--- src/rtl/bpu_pkg.sv ---
package bpu_pkg;
  function automatic int lane_count(input int width, input int lane_w);
    return (width + lane_w - 1) / lane_w;
  endfunction
endpackage

--- src/rtl/bpu_lane_par.sv ---
module bpu_lane_par #(
  parameter int WIDTH  = 36,
  parameter int LANE_W = 8,
  parameter int NL     = bpu_pkg::lane_count(WIDTH, LANE_W)
) (
  input  logic [WIDTH-1:0] vec,
  input  logic [NL-1:0]    extra,
  output logic [NL-1:0]    par
);
  for (genvar i = 0; i < NL; i++) begin : g_lane
    localparam int LO = i * LANE_W;
    localparam int HI = (LO + LANE_W > WIDTH) ? WIDTH - 1 : LO + LANE_W - 1;
    assign par[i] = (^vec[HI:LO]) ^ extra[i];
  end
endmodule

--- src/rtl/bpu_gen_stage.sv ---
module bpu_gen_stage #(
  parameter int ADDR_W = 36,
  parameter int DATA_W = 128,
  parameter int LANE_W = 8,
  parameter int NA     = bpu_pkg::lane_count(ADDR_W, LANE_W),
  parameter int ND     = bpu_pkg::lane_count(DATA_W, LANE_W)
) (
  input  logic              clk,
  input  logic              rst_n,
  input  logic              in_valid,
  output logic              in_ready,
  input  logic              in_is_write,
  input  logic              in_poison,
  input  logic [ADDR_W-1:0] in_addr,
  input  logic [DATA_W-1:0] in_data,
  input  logic [ND-1:0]     in_be,
  output logic              o_valid,
  input  logic              o_ready,
  output logic              o_is_write,
  output logic [ADDR_W-1:0] o_addr,
  output logic [NA-1:0]     o_apar,
  output logic [DATA_W-1:0] o_data,
  output logic [ND-1:0]     o_be,
  output logic [ND-1:0]     o_dpar
);
  logic [NA-1:0] apar_c;
  logic [ND-1:0] dpar_c;
  logic          take;

  bpu_lane_par #(.WIDTH(ADDR_W), .LANE_W(LANE_W)) u_apar (
    .vec(in_addr), .extra('0), .par(apar_c));
  bpu_lane_par #(.WIDTH(DATA_W), .LANE_W(LANE_W)) u_dpar (
    .vec(in_data), .extra(in_be), .par(dpar_c));

  assign in_ready = !o_valid || o_ready;
  assign take     = in_valid && in_ready;

  always_ff @(posedge clk or negedge rst_n) begin
    if (!rst_n) begin
      o_valid    <= 1'b0;
      o_is_write <= 1'b0;
      o_addr     <= '0;
      o_apar     <= '0;
      o_data     <= '0;
      o_be       <= '0;
      o_dpar     <= '0;
    end else if (take) begin
      o_valid    <= 1'b1;
      o_is_write <= in_is_write;
      o_addr     <= in_addr;
      o_apar     <= apar_c;
      o_data     <= in_is_write ? in_data : '0;
      o_be       <= in_is_write ? in_be : '0;
      o_dpar     <= in_is_write ? (dpar_c ^ {ND{in_poison}}) : '0;
    end else if (o_ready) begin
      o_valid    <= 1'b0;
    end
  end
endmodule

--- src/rtl/bpu_chk_stage.sv ---
module bpu_chk_stage #(
  parameter int ADDR_W = 36,
  parameter int DATA_W = 128,
  parameter int LANE_W = 8,
  parameter int NA     = bpu_pkg::lane_count(ADDR_W, LANE_W),
  parameter int ND     = bpu_pkg::lane_count(DATA_W, LANE_W)
) (
  input  logic              clk,
  input  logic              rst_n,
  input  logic              in_valid,
  output logic              in_ready,
  input  logic              in_has_addr,
  input  logic [ADDR_W-1:0] in_addr,
  input  logic [NA-1:0]     in_apar,
  input  logic [DATA_W-1:0] in_data,
  input  logic [ND-1:0]     in_be,
  input  logic [ND-1:0]     in_dpar,
  output logic              o_valid,
  input  logic              o_ready,
  output logic [DATA_W-1:0] o_data,
  output logic [ND-1:0]     o_be,
  output logic              o_poison,
  output logic [ND-1:0]     o_derr,
  output logic [NA-1:0]     o_aerr,
  input  logic              clr,
  output logic              sticky
);
  logic [NA-1:0] apar_c, aerr_n;
  logic [ND-1:0] dpar_c, derr_n;
  logic          take, any_err;

  bpu_lane_par #(.WIDTH(ADDR_W), .LANE_W(LANE_W)) u_apar (
    .vec(in_addr), .extra('0), .par(apar_c));
  bpu_lane_par #(.WIDTH(DATA_W), .LANE_W(LANE_W)) u_dpar (
    .vec(in_data), .extra(in_be), .par(dpar_c));

  assign in_ready = !o_valid || o_ready;
  assign take     = in_valid && in_ready;
  assign derr_n   = dpar_c ^ in_dpar;
  assign aerr_n   = (apar_c ^ in_apar) & {NA{in_has_addr}};
  assign any_err  = take && ((|derr_n) || (|aerr_n));

  always_ff @(posedge clk or negedge rst_n) begin
    if (!rst_n) begin
      o_valid  <= 1'b0;
      o_data   <= '0;
      o_be     <= '0;
      o_poison <= 1'b0;
      o_derr   <= '0;
      o_aerr   <= '0;
    end else if (take) begin
      o_valid  <= 1'b1;
      o_data   <= in_data;
      o_be     <= in_be;
      o_poison <= |derr_n;
      o_derr   <= derr_n;
      o_aerr   <= aerr_n;
    end else if (o_ready) begin
      o_valid  <= 1'b0;
    end
  end

  always_ff @(posedge clk or negedge rst_n) begin
    if (!rst_n) sticky <= 1'b0;
    else        sticky <= (sticky && !clr) || any_err;
  end
endmodule

--- src/rtl/bus_parity_unit.sv ---
module bus_parity_unit #(
  parameter int ADDR_W = 36,
  parameter int DATA_W = 128,
  parameter int LANE_W = 8,
  parameter int NA     = bpu_pkg::lane_count(ADDR_W, LANE_W),
  parameter int ND     = bpu_pkg::lane_count(DATA_W, LANE_W)
) (
  input  logic              clk,
  input  logic              rst_n,
  input  logic              gen_valid,
  output logic              gen_ready,
  input  logic              gen_is_write,
  input  logic              gen_poison,
  input  logic [ADDR_W-1:0] gen_addr,
  input  logic [DATA_W-1:0] gen_data,
  input  logic [ND-1:0]     gen_be,
  output logic              out_valid,
  input  logic              out_ready,
  output logic              out_is_write,
  output logic [ADDR_W-1:0] out_addr,
  output logic [NA-1:0]     out_apar,
  output logic [DATA_W-1:0] out_data,
  output logic [ND-1:0]     out_be,
  output logic [ND-1:0]     out_dpar,
  input  logic              chk_valid,
  output logic              chk_ready,
  input  logic              chk_has_addr,
  input  logic [ADDR_W-1:0] chk_addr,
  input  logic [NA-1:0]     chk_apar,
  input  logic [DATA_W-1:0] chk_data,
  input  logic [ND-1:0]     chk_be,
  input  logic [ND-1:0]     chk_dpar,
  output logic              fwd_valid,
  input  logic              fwd_ready,
  output logic [DATA_W-1:0] fwd_data,
  output logic [ND-1:0]     fwd_be,
  output logic              fwd_poison,
  output logic [ND-1:0]     fwd_derr,
  output logic [NA-1:0]     fwd_aerr,
  input  logic              err_clear,
  output logic              err_sticky
);
  bpu_gen_stage #(.ADDR_W(ADDR_W), .DATA_W(DATA_W), .LANE_W(LANE_W)) u_gen (
    .clk(clk), .rst_n(rst_n),
    .in_valid(gen_valid), .in_ready(gen_ready), .in_is_write(gen_is_write),
    .in_poison(gen_poison), .in_addr(gen_addr), .in_data(gen_data), .in_be(gen_be),
    .o_valid(out_valid), .o_ready(out_ready), .o_is_write(out_is_write),
    .o_addr(out_addr), .o_apar(out_apar), .o_data(out_data), .o_be(out_be),
    .o_dpar(out_dpar));

  bpu_chk_stage #(.ADDR_W(ADDR_W), .DATA_W(DATA_W), .LANE_W(LANE_W)) u_chk (
    .clk(clk), .rst_n(rst_n),
    .in_valid(chk_valid), .in_ready(chk_ready), .in_has_addr(chk_has_addr),
    .in_addr(chk_addr), .in_apar(chk_apar), .in_data(chk_data), .in_be(chk_be),
    .in_dpar(chk_dpar),
    .o_valid(fwd_valid), .o_ready(fwd_ready), .o_data(fwd_data), .o_be(fwd_be),
    .o_poison(fwd_poison), .o_derr(fwd_derr), .o_aerr(fwd_aerr),
    .clr(err_clear), .sticky(err_sticky));
endmodule

--- config.mk ---
export PLATFORM = sky130hd
export DESIGN_NAME = bus_parity_unit
export DESIGN_NICKNAME = d
export VERILOG_FILES = /design/src/rtl/bpu_pkg.sv /design/src/rtl/bpu_lane_par.sv /design/src/rtl/bpu_gen_stage.sv /design/src/rtl/bpu_chk_stage.sv /design/src/rtl/bus_parity_unit.sv
export SDC_FILE = /design/constraint.sdc
export NUM_CORES = 1
export LEC_CHECK = 0
export BUFFER_PORTS_ARGS = -buffer_cell sky130_fd_sc_hd__buf_4
export CAP_MARGIN = 20
export CELL_PAD_IN_SITES_DETAIL_PLACEMENT = 1
export CELL_PAD_IN_SITES_GLOBAL_PLACEMENT = 1
export CORE_AREA = 2 2 298 300
export CTS_CLUSTER_SIZE = 8
export DETAILED_ROUTE_END_ITERATION = 8
export DIE_AREA = 0 0 300 302
export HOLD_SLACK_MARGIN = 0.12
export PLACE_DENSITY = 0.55
export SLEW_MARGIN = 20
export SYNTH_ARGS = -nofsm -noshare
export SYNTH_HDL_FRONTEND = slang
export SYNTH_SLANG_ARGS = --single-unit
export TNS_END_PERCENT = 30
--- constraint.sdc ---
create_clock -name clk -period 3.6 [get_ports clk]
set_input_delay 0.72 -clock clk [delete_from_list [all_inputs] [get_ports clk]]
set_output_delay 0.72 -clock clk [all_outputs]
set_load 0.1 [all_outputs]
[After elaboration in Yosys (flattened, before gate mapping)]
Cells that the tools add are included.
Storage, ports and cells
  input bits: 391
  register bits after elaboration: 371
  word-level logic and storage cells: 114
Cells by class
  bitwise logic cells: 36
  muxes and demuxes: 7
  reductions and logical operators: 57
Operator list (number)
  $reduce_xor 8->1: 40
  $mux 128: 1
  $mux 16: 2
  $xor 1x1->1: 32
  $xor 16x16->16: 2
  $reduce_or 16->1: 1
  $reduce_xor 4->1: 2
  $and 5x5->5: 1
  $reduce_or 5->1: 1
  $xor 5x5->5: 1
  $logic_and 1x1->1: 4
  $logic_or 1x1->1: 4
  $mux 1: 4
  $reduce_bool 2->1: 2
  $logic_not 1->1: 3

[Depth between registers and ports, before layout]
Gate-level depths: netlist of run 1.
  word-level depth: 7
  depth in mapped cells: 8
  gate-level depth less buffers: 7

[By module]
From an unflattened synthesis of run 1, not the netlist that was laid out.
Unflattened totals
  cells, all modules: 1789
  area total of the unflattened synthesis: 18335.1 um2
Modules (own cells, without submodules)
  bpu_gen_stage: instances 1, cells each 789, area each 8359.3 um2
  bpu_chk_stage: instances 1, cells each 712, area each 6602.6 um2
  bpu_lane_par at u_chk.u_dpar ...: instances 2, cells each 112, area each 1321.3 um2
  bpu_lane_par at u_chk.u_apar ...: instances 2, cells each 32, area each 365.4 um2

[Worst setup path before layout of run 1]
No wires, ideal clock.
  path kind: register to register
  from: register u_gen.o_valid
  to: register u_gen.o_addr[30]
  data arrival time: 3121 ps
  setup slack: 353 ps
  cell stages (with the launch flop): 7
  setup time: 126 ps
  cell sequence: dfrtp_1 > nand2b_1 > nand2_1 > buf_2 > buf_2 > buf_2 > mux2_2
Between the ends
  cells in the longest elaborated chain, start to end: 3
RTL lines
  start: declaration: RTL line bpu_gen_stage.sv:17  | output logic o_valid,
  start signal: assignment: RTL line bpu_gen_stage.sv:40  | o_valid <= 1'b0;
  start signal: assignment: RTL line bpu_gen_stage.sv:48  | o_valid <= 1'b1;
  start signal: assignment: RTL line bpu_gen_stage.sv:56  | o_valid <= 1'b0;
  $logic_not 1->1: RTL line bpu_gen_stage.sv:35  | assign in_ready = !o_valid || o_ready;
  $logic_or 1x1->1: RTL line bpu_gen_stage.sv:35
  named net gen_ready: RTL line bus_parity_unit.sv:11  | output logic gen_ready,
  $logic_and 1x1->1: RTL line bpu_gen_stage.sv:36  | assign take = in_valid && in_ready;
  end signal: assignment: RTL line bpu_gen_stage.sv:50  | o_addr <= in_addr;
  end: declaration: RTL line bpu_gen_stage.sv:20  | output logic [ADDR_W-1:0] o_addr,
The timed path passes the listed nets, and every way through them passes these cells.
A chain may end at the register's enable or synchronous reset.

[Final worst setup path of run 1]
  from: input port chk_data[29]
  to: register u_chk.sticky
Between the ends
  cells in the longest elaborated chain, start to end: 7
RTL lines
  start: declaration: RTL line bus_parity_unit.sv:30  | input logic [DATA_W-1:0] chk_data,
  $reduce_xor 8->1: RTL line bpu_lane_par.sv:13  | assign par[i] = (^vec[HI:LO]) ^ extra[i];
  $xor 1x1->1: RTL line bpu_lane_par.sv:13
  $xor 16x16->16: RTL line bpu_chk_stage.sv:39  | assign derr_n = dpar_c ^ in_dpar;
  $reduce_or 16->1: RTL line bpu_chk_stage.sv:41  | assign any_err = take && ((|derr_n) || (|aerr_n));
  $logic_or 1x1->1: RTL line bpu_chk_stage.sv:41
  $logic_and 1x1->1: RTL line bpu_chk_stage.sv:41
  $logic_or 1x1->1: RTL line bpu_chk_stage.sv:65  | else sticky <= (sticky && !clr) || any_err;
  end signal: assignment: RTL line bpu_chk_stage.sv:65
  end: declaration: RTL line bpu_chk_stage.sv:26  | output logic sticky
Every way passes these cells.

==> reports/results.ini, run 1 <==
[worst_setup_path]
rr_startpoint = u_chk.o_valid$_DFFE_PN0P_
critical-path-top-delay-family = XOR/XNOR gates
worst_setup_path_start_kind = input pin
reg2reg_to = u_chk.o_aerr[1]$_DFFE_PN0P_
max_stage_delay_ns = 0.44
ff2ff_path_depth = 5
worst-path-buf-inv = 1
arrival_ns = 2.73
path_class = input pin to flop
cp_max_fo = 2
cpMaxStageDelayCell = xnor3_1
critPathLaunch = chk_data[29]
cp.depth = 8
critPathCaptureType = flop
worstPathRequired_ns = 4.02
crit_chain = buf_4, xor2_1, xnor3_1, xnor2_1, nand4_1, nor2_1, a31o_1, o221ai_2
ff2ff_setup_slack_ns = 1.67

[routing]
dr.pass1.iters = 4
num_vias = 15200
ant_nets = 0
routed_via_density = 4.04
drc_errors = 0
drt-initial-drc-count = 605
wl_per_cell_microns = 20.6
routed_wl_microns = 77500

[clocking]
post_cts_resized = 0
h-tree-depth = 2
cts_buffers = 54
clkLatencyLatePin_ns = 0.60
postCtsSetupBuffers = 0
clk_pin_slew_worst_paths_ns = 0.06
cts_tree = built
cts_hold_buf = 1
cts_root_buffer = clkbuf_16
cts.path.max_buffers = 3
cts_num_sinks = 371

[min_path]
hold_class = input pin to flop
hold_end = u_chk.o_data[55]$_DFFE_PN0P_
hold_depth = 3
hp-start = chk_data[55]

[synth]
syn-instance-count = 1831
ys.warnings.count = 0
synth_ff_type = dfrtp_1
synthMuxAreaShare = 0.0242
synth-simple-area-share = 0.178
synth_top_family_by_area = XOR/XNOR gates
synth_seq_cells = 371
yosys.area.top_type = dfrtp_1
synth_adder_area_share = 0
netlist.area_leader.share = 0.540
synth.cell_area_sq_mm = 0.0172
synth_nets = 2222
yosysMostFrequentCell = nand2_1
synth_common_cells = nand2_1, dfrtp_1, xnor2_1
yosysUniqueCellTypes = 22
synth-edff-count = 0
synth_area_per_cell_sq_um = 9.39
synth-xor-area-share = 0.183
ys_seq_area_frac = 0.540
async_flop_share = 1.00
synthTopCellsByArea = dfrtp_1, nand2_1, xnor2_1
synth_compound_gate_area_share = 0.0522

[die]
initial_utilization = 0.196
io_pins = 764
die_w_microns = 300
die_height_microns = 302
core_sq_mm = 0.0876
die_area_sq_mm = 0.0906
row_count = 109

[global_route]
grt_pass1_vias = 16600
grt_overflow_total = 0
grt_pass1_wl_microns = 111000
antenna_found_initial = 8
grt_usage = 0.166
grt_max_degree = 120

[pwr]
sw_frac_of_total = 0.475
p_clk_frac = 0.264
p_int_mw = 9.43
power_density_mw_per_mm2 = 695
ir_worst_vdd_v = 0.000342
pwr-share-comb = 0.450
p_leak_nw = 12.6
seqPwrFrac = 0.286
switching_power_mw = 8.52
finalPower_mw = 18.0

[finish]
area_growth_pct = 50.3
design_area_sq_mm = 0.0259
final_layout_size_suffix_gt1_frac = 0.344
fin_nets = 2977

[sta]
slew_headroom = 0.445
hold_violations = 0
setup_tns_ns = 0
fin_skew_ns = 0.0318
rsz0062_at_grt = no
maxSlewViolCount = 0
setup_viol = 0
fin_crit_sh = 0.642
setup_ws_ns = 1.29
max_freq_mhz = 433
fin_crit_ns = 2.31
tightest_slew_ns = 0.832
whs_ns = 0.326

[run_status]
status = finished clean

[place]
dp_slack_ns = 0.751
placed_area_sq_mm = 0.0243
gp_congestion = 0.892
io_buffers = 763
hpwl_microns = 61500

[run]
maxCapViolCount = 0

stage by stage:
stage / util / cells
floorplan: - / 1831
global route: 0.295 / 3770
finish: 0.295 / 3770
detailed placement: 0.278 / 3694
global placement: 0.278 / 3694
CTS: 0.295 / 3762
layout make-up:
class,count,area (sq um)
clock inverters,3,46.3
inverters,1,3.75
flip-flops and latches,371,9280
diodes,8,20.0
repair buffers,793,6060
fillers,10300,61700
multi-input cells,1365,7540
well taps,1165,1460
clock buffers,64,1440
metal layers:
layer,vias to the layer above,GRT usage,part of all wire,wire [microns]
met4,2,0.0736,0.044,3410
met5,-,0.00621,0.0010,78
met3,148,0.0358,0.048,3700
li1,7213,-,-,-
met2,379,0.289,0.51,39600
met1,7482,0.196,0.40,30800
registers in the layout (all words and copies together), names as in the netlist:
| signal | count |
|---|---|
| u_gen.o_apar | 5 |
| u_gen.o_valid | 1 |
| u_chk.o_poison | 1 |
| u_gen.o_dpar | 16 |
| u_chk.o_data | 128 |
| u_chk.o_derr | 16 |
| u_gen.o_be | 16 |
| u_chk.sticky | 1 |
| u_gen.o_addr | 36 |
| u_chk.o_valid | 1 |
| u_gen.o_is_write | 1 |
| u_chk.o_be | 16 |
| u_chk.o_aerr | 5 |
| u_gen.o_data | 128 |
worst max path at each step:
stage                                        end
finish                    u_chk.sticky$_DFF_PN0_
global route              u_chk.sticky$_DFF_PN0_
CTS                                    chk_ready
detailed placement        u_chk.sticky$_DFF_PN0_
global placement          u_chk.sticky$_DFF_PN0_
floorplan           u_gen.o_addr[30]$_DFFE_PN0P_
kinds of logic after synthesis:
logic type             count (synthesis)
AO/OA/AOI/OAI                        176
XOR/XNOR                             347
buffers and inverters                 95
flip-flops                           371
multiplexers                          37
AND/OR/NAND/NOR                      805
worst min-delay path, stage by stage:
cell     delay, ns
buf_4         0.09
nand2_1       0.04
nand2_1       0.05
power groups by stage:
stage               clock network, mW  registers (mW)  logic [mW]
floorplan                           0            9.57        1.40
global placement                    0            5.17        8.09
detailed placement                  0            5.21        8.15
CTS                              4.92            5.15        8.16
global route                     5.09            5.22        8.40
finish                           4.74            5.14        8.08
cells in the final DEF (no fill, tap or decap), types with 2 or more instances in the layout:
cell,count
and2_1,2
buf_12,8
buf_4,783
clkbuf_1,6
clkbuf_16,55
clkbuf_8,3
dfrtp_1,371
diode_2,8
mux2_2,37
nand2_1,786
nand2_4,2
nand2b_1,4
nand3_1,4
nand4_1,2
nor4_1,2
o21ai_0,173
xnor2_1,317
xnor3_1,8
xor2_1,22
Power figures use the tool's default switching activity.
==> run 2, diff against run 1 <==
- PLACE_DENSITY: 0.55 -> 0.57
- clock period: 3.6 -> 1.9 ns (I/O delays scaled with it)
==> reports/results.ini, run 2 (synthesis results as in run 1) <==
[run_status]
status = finished clean

[routing]
routed_wl_microns = 81400  ; +5.0%
ant_nets = 0  ; unchanged
dr.pass1.iters = 6  ; +2
routed_via_density = 4.08  ; +1.1%
drc_errors = 0  ; unchanged
wl_per_cell_microns = 19.6  ; -4.7%
drt-initial-drc-count = 746  ; +23%
num_vias = 17000  ; +11%

[worst_setup_path]
max_stage_delay_ns = 0.57  ; +0.13 ns
worstPathRequired_ns = 2.35  ; -1.67 ns
worst_setup_path_start_kind = input pin
cp_max_fo = 2  ; unchanged
crit_top_cell = xnor2_1
critPathCaptureType = flop
worst-path-buf-inv = 2  ; +1
arrival_ns = 2.31  ; -0.42 ns
path_class = input pin to flop
critical-path-top-delay-family = buffers and inverters
cpMaxStageDelayCell = dlygate4sd3_1
crit_chain = dlygate4sd3_1, buf_4, xor2_1, xnor2_1, xnor2_1, nor4_2, a31o_1, o221ai_2

[clocking]
clk_pin_slew_worst_paths_ns = 0.05  ; about the same
cts_num_sinks = 371  ; unchanged
cts.path.max_buffers = 3  ; unchanged
cts_buffers = 54  ; unchanged
cts_tree = built
h-tree-depth = 2  ; unchanged
cts_root_buffer = clkbuf_16
clkLatencyLatePin_ns = 0.58  ; -0.02 ns

[finish]
finalNonFillerCells = 4155  ; +10%
final_common_cell = buf_4
design_area_sq_mm = 0.0299  ; +16%
top_regs = u_chk.o_data x128, u_gen.o_data x128, u_gen.o_addr x36
area_growth_pct = 73.9
mostFrequentLayoutCells = buf_4, nand2_1, dfrtp_1, dlygate4sd3_1, xnor2_1
fillers = 10200  ; -0.84%
fin_util = 0.342  ; +0.0463
fin_nets = 3361  ; +13%
final_layout_size_suffix_gt1_frac = 0.329  ; -0.0156

[sta]
maxSlewViolCount = 0  ; unchanged
setup_viol = 0  ; unchanged
hold_violations = 0  ; unchanged
max_freq_mhz = 537
fin_crit_ns = 1.86
tightest_slew_ns = 0.506  ; -0.326 ns
fin_skew_ns = 0.0196  ; -0.0121 ns
slew_headroom = 0.660  ; +0.215
rsz0062_at_grt = yes
whs_ns = 0.174  ; -0.152 ns
setup_tns_ns = 0  ; unchanged
fin_crit_sh = 0.980

[place]
placed_area_sq_mm = 0.0250  ; +2.7%
io_buffers = 763  ; unchanged
gp_congestion = 0.885  ; -0.80%
hpwl_microns = 62000  ; +0.70%
dp_cells = 3756  ; +1.7%

[pwr]
power_density_mw_per_mm2 = 1170  ; +69%
ir_worst_vdd_v = 0.000747  ; +120%
p_leak_nw = 14.4  ; +14%

[global_route]
grt_pass1_vias = 19300  ; +16%
grt_max_degree = 95  ; -21%
grt_overflow_total = 0  ; unchanged
grt_usage = 0.175  ; +0.00889
grt_pass1_wl_microns = 121000  ; +8.7%
antenna_found_initial = 8  ; unchanged

[die]
die_height_microns = 302  ; unchanged
core_sq_mm = 0.0876  ; unchanged
initial_utilization = 0.196  ; unchanged
io_pins = 764  ; unchanged
row_count = 109  ; unchanged
die_area_sq_mm = 0.0906  ; unchanged
die_w_microns = 300  ; unchanged

[run]
maxCapViolCount = 0  ; unchanged

[min_path]
hold_class = input pin to flop

==> run 2: area by class of cell <==
| class | instances | area [sq um] | share of cell area |
|---|---|---|---|
| Tap cell | 1165 | 1460 | 0.0487 |
| Antenna cell | 8 | 20.0 | 0.000669 |
| Timing Repair Buffer | 1177 | 9930 | 0.332 |
| Sequential cell | 371 | 9290 | 0.311 |
| Multi-Input combinational cell | 1365 | 7740 | 0.259 |
| Inverter | 1 | 3.75 | 0.000125 |
| Clock inverter | 4 | 26.3 | 0.000878 |
| Clock buffer | 64 | 1440 | 0.0481 |
==> run 2: what timing repair did <==
action | 4_1_cts | 5_1_grt
buffers inserted | 0 | 2
hold endpoints to repair | 540 | 0
gates resized for setup | 4 | 27
hold buffers | 325 | 0
pin swaps | 0 | 17
setup endpoints to repair | 2 | 3
==> run 2: path summary, 6_finish.rpt <==
check	start	to	slack, ns	cells after the start
worst max-delay path	chk_data[5]	u_chk.sticky$_DFF_PN0_	0.04	8
worst min-delay path	chk_be[13]	u_chk.o_be[13]$_DFFE_PN0P_	0.17	4
worst max register to register	u_gen.o_valid$_DFFE_PN0P_	u_gen.o_data[93]$_DFFE_PN0P_	0.19	7
worst min register to register	u_chk.o_data[58]$_DFFE_PN0P_	u_chk.o_data[58]$_DFFE_PN0P_	0.47	2
max in group asynchronous	rst_n	u_gen.o_valid$_DFFE_PN0P_	0.80	3
min in group asynchronous	rst_n	u_chk.o_data[81]$_DFFE_PN0P_	0.27	2
==> run 2: report_power, final <==
group,switching (mW),total [mW],internal [mW],leakage (nW)
logic,12.1,16.4,4.21,9.02
clock network,3.66,8.88,5.21,0.719
registers,0.729,9.79,9.06,4.65
total,16.5,35.0,18.5,14.4
==> run 2: worst register-to-register path: stages (launching register included) <==
cell and delay [ns]:
dfrtp_4 0.54, nand2b_4 0.11, buf_4 0.17, nand2_8 0.14
buf_12 0.22, buf_12 0.22, nand2_1 0.09, o21ai_0 0.10
==> run 2: metal layers <==
metal / GRT usage / vias to the layer above / share of wire
li1: - / 7985 / -
met1: 0.203 / 8369 / 0.39
met2: 0.310 / 429 / 0.52
met3: 0.0301 / 184 / 0.040
met4: 0.0871 / 0 / 0.051
met5: 0 / - / 0
==> run 2: metrics by stage <==
stage                     worst slack [ns]  total power [mW]
final                               0.0378              35.0
after global routing               -0.0306              36.4
after CTS                          -0.0288              35.3
after detailed placement            -0.506              25.6
after global placement              -0.568              25.4
after floorplan                    -0.0213              20.8
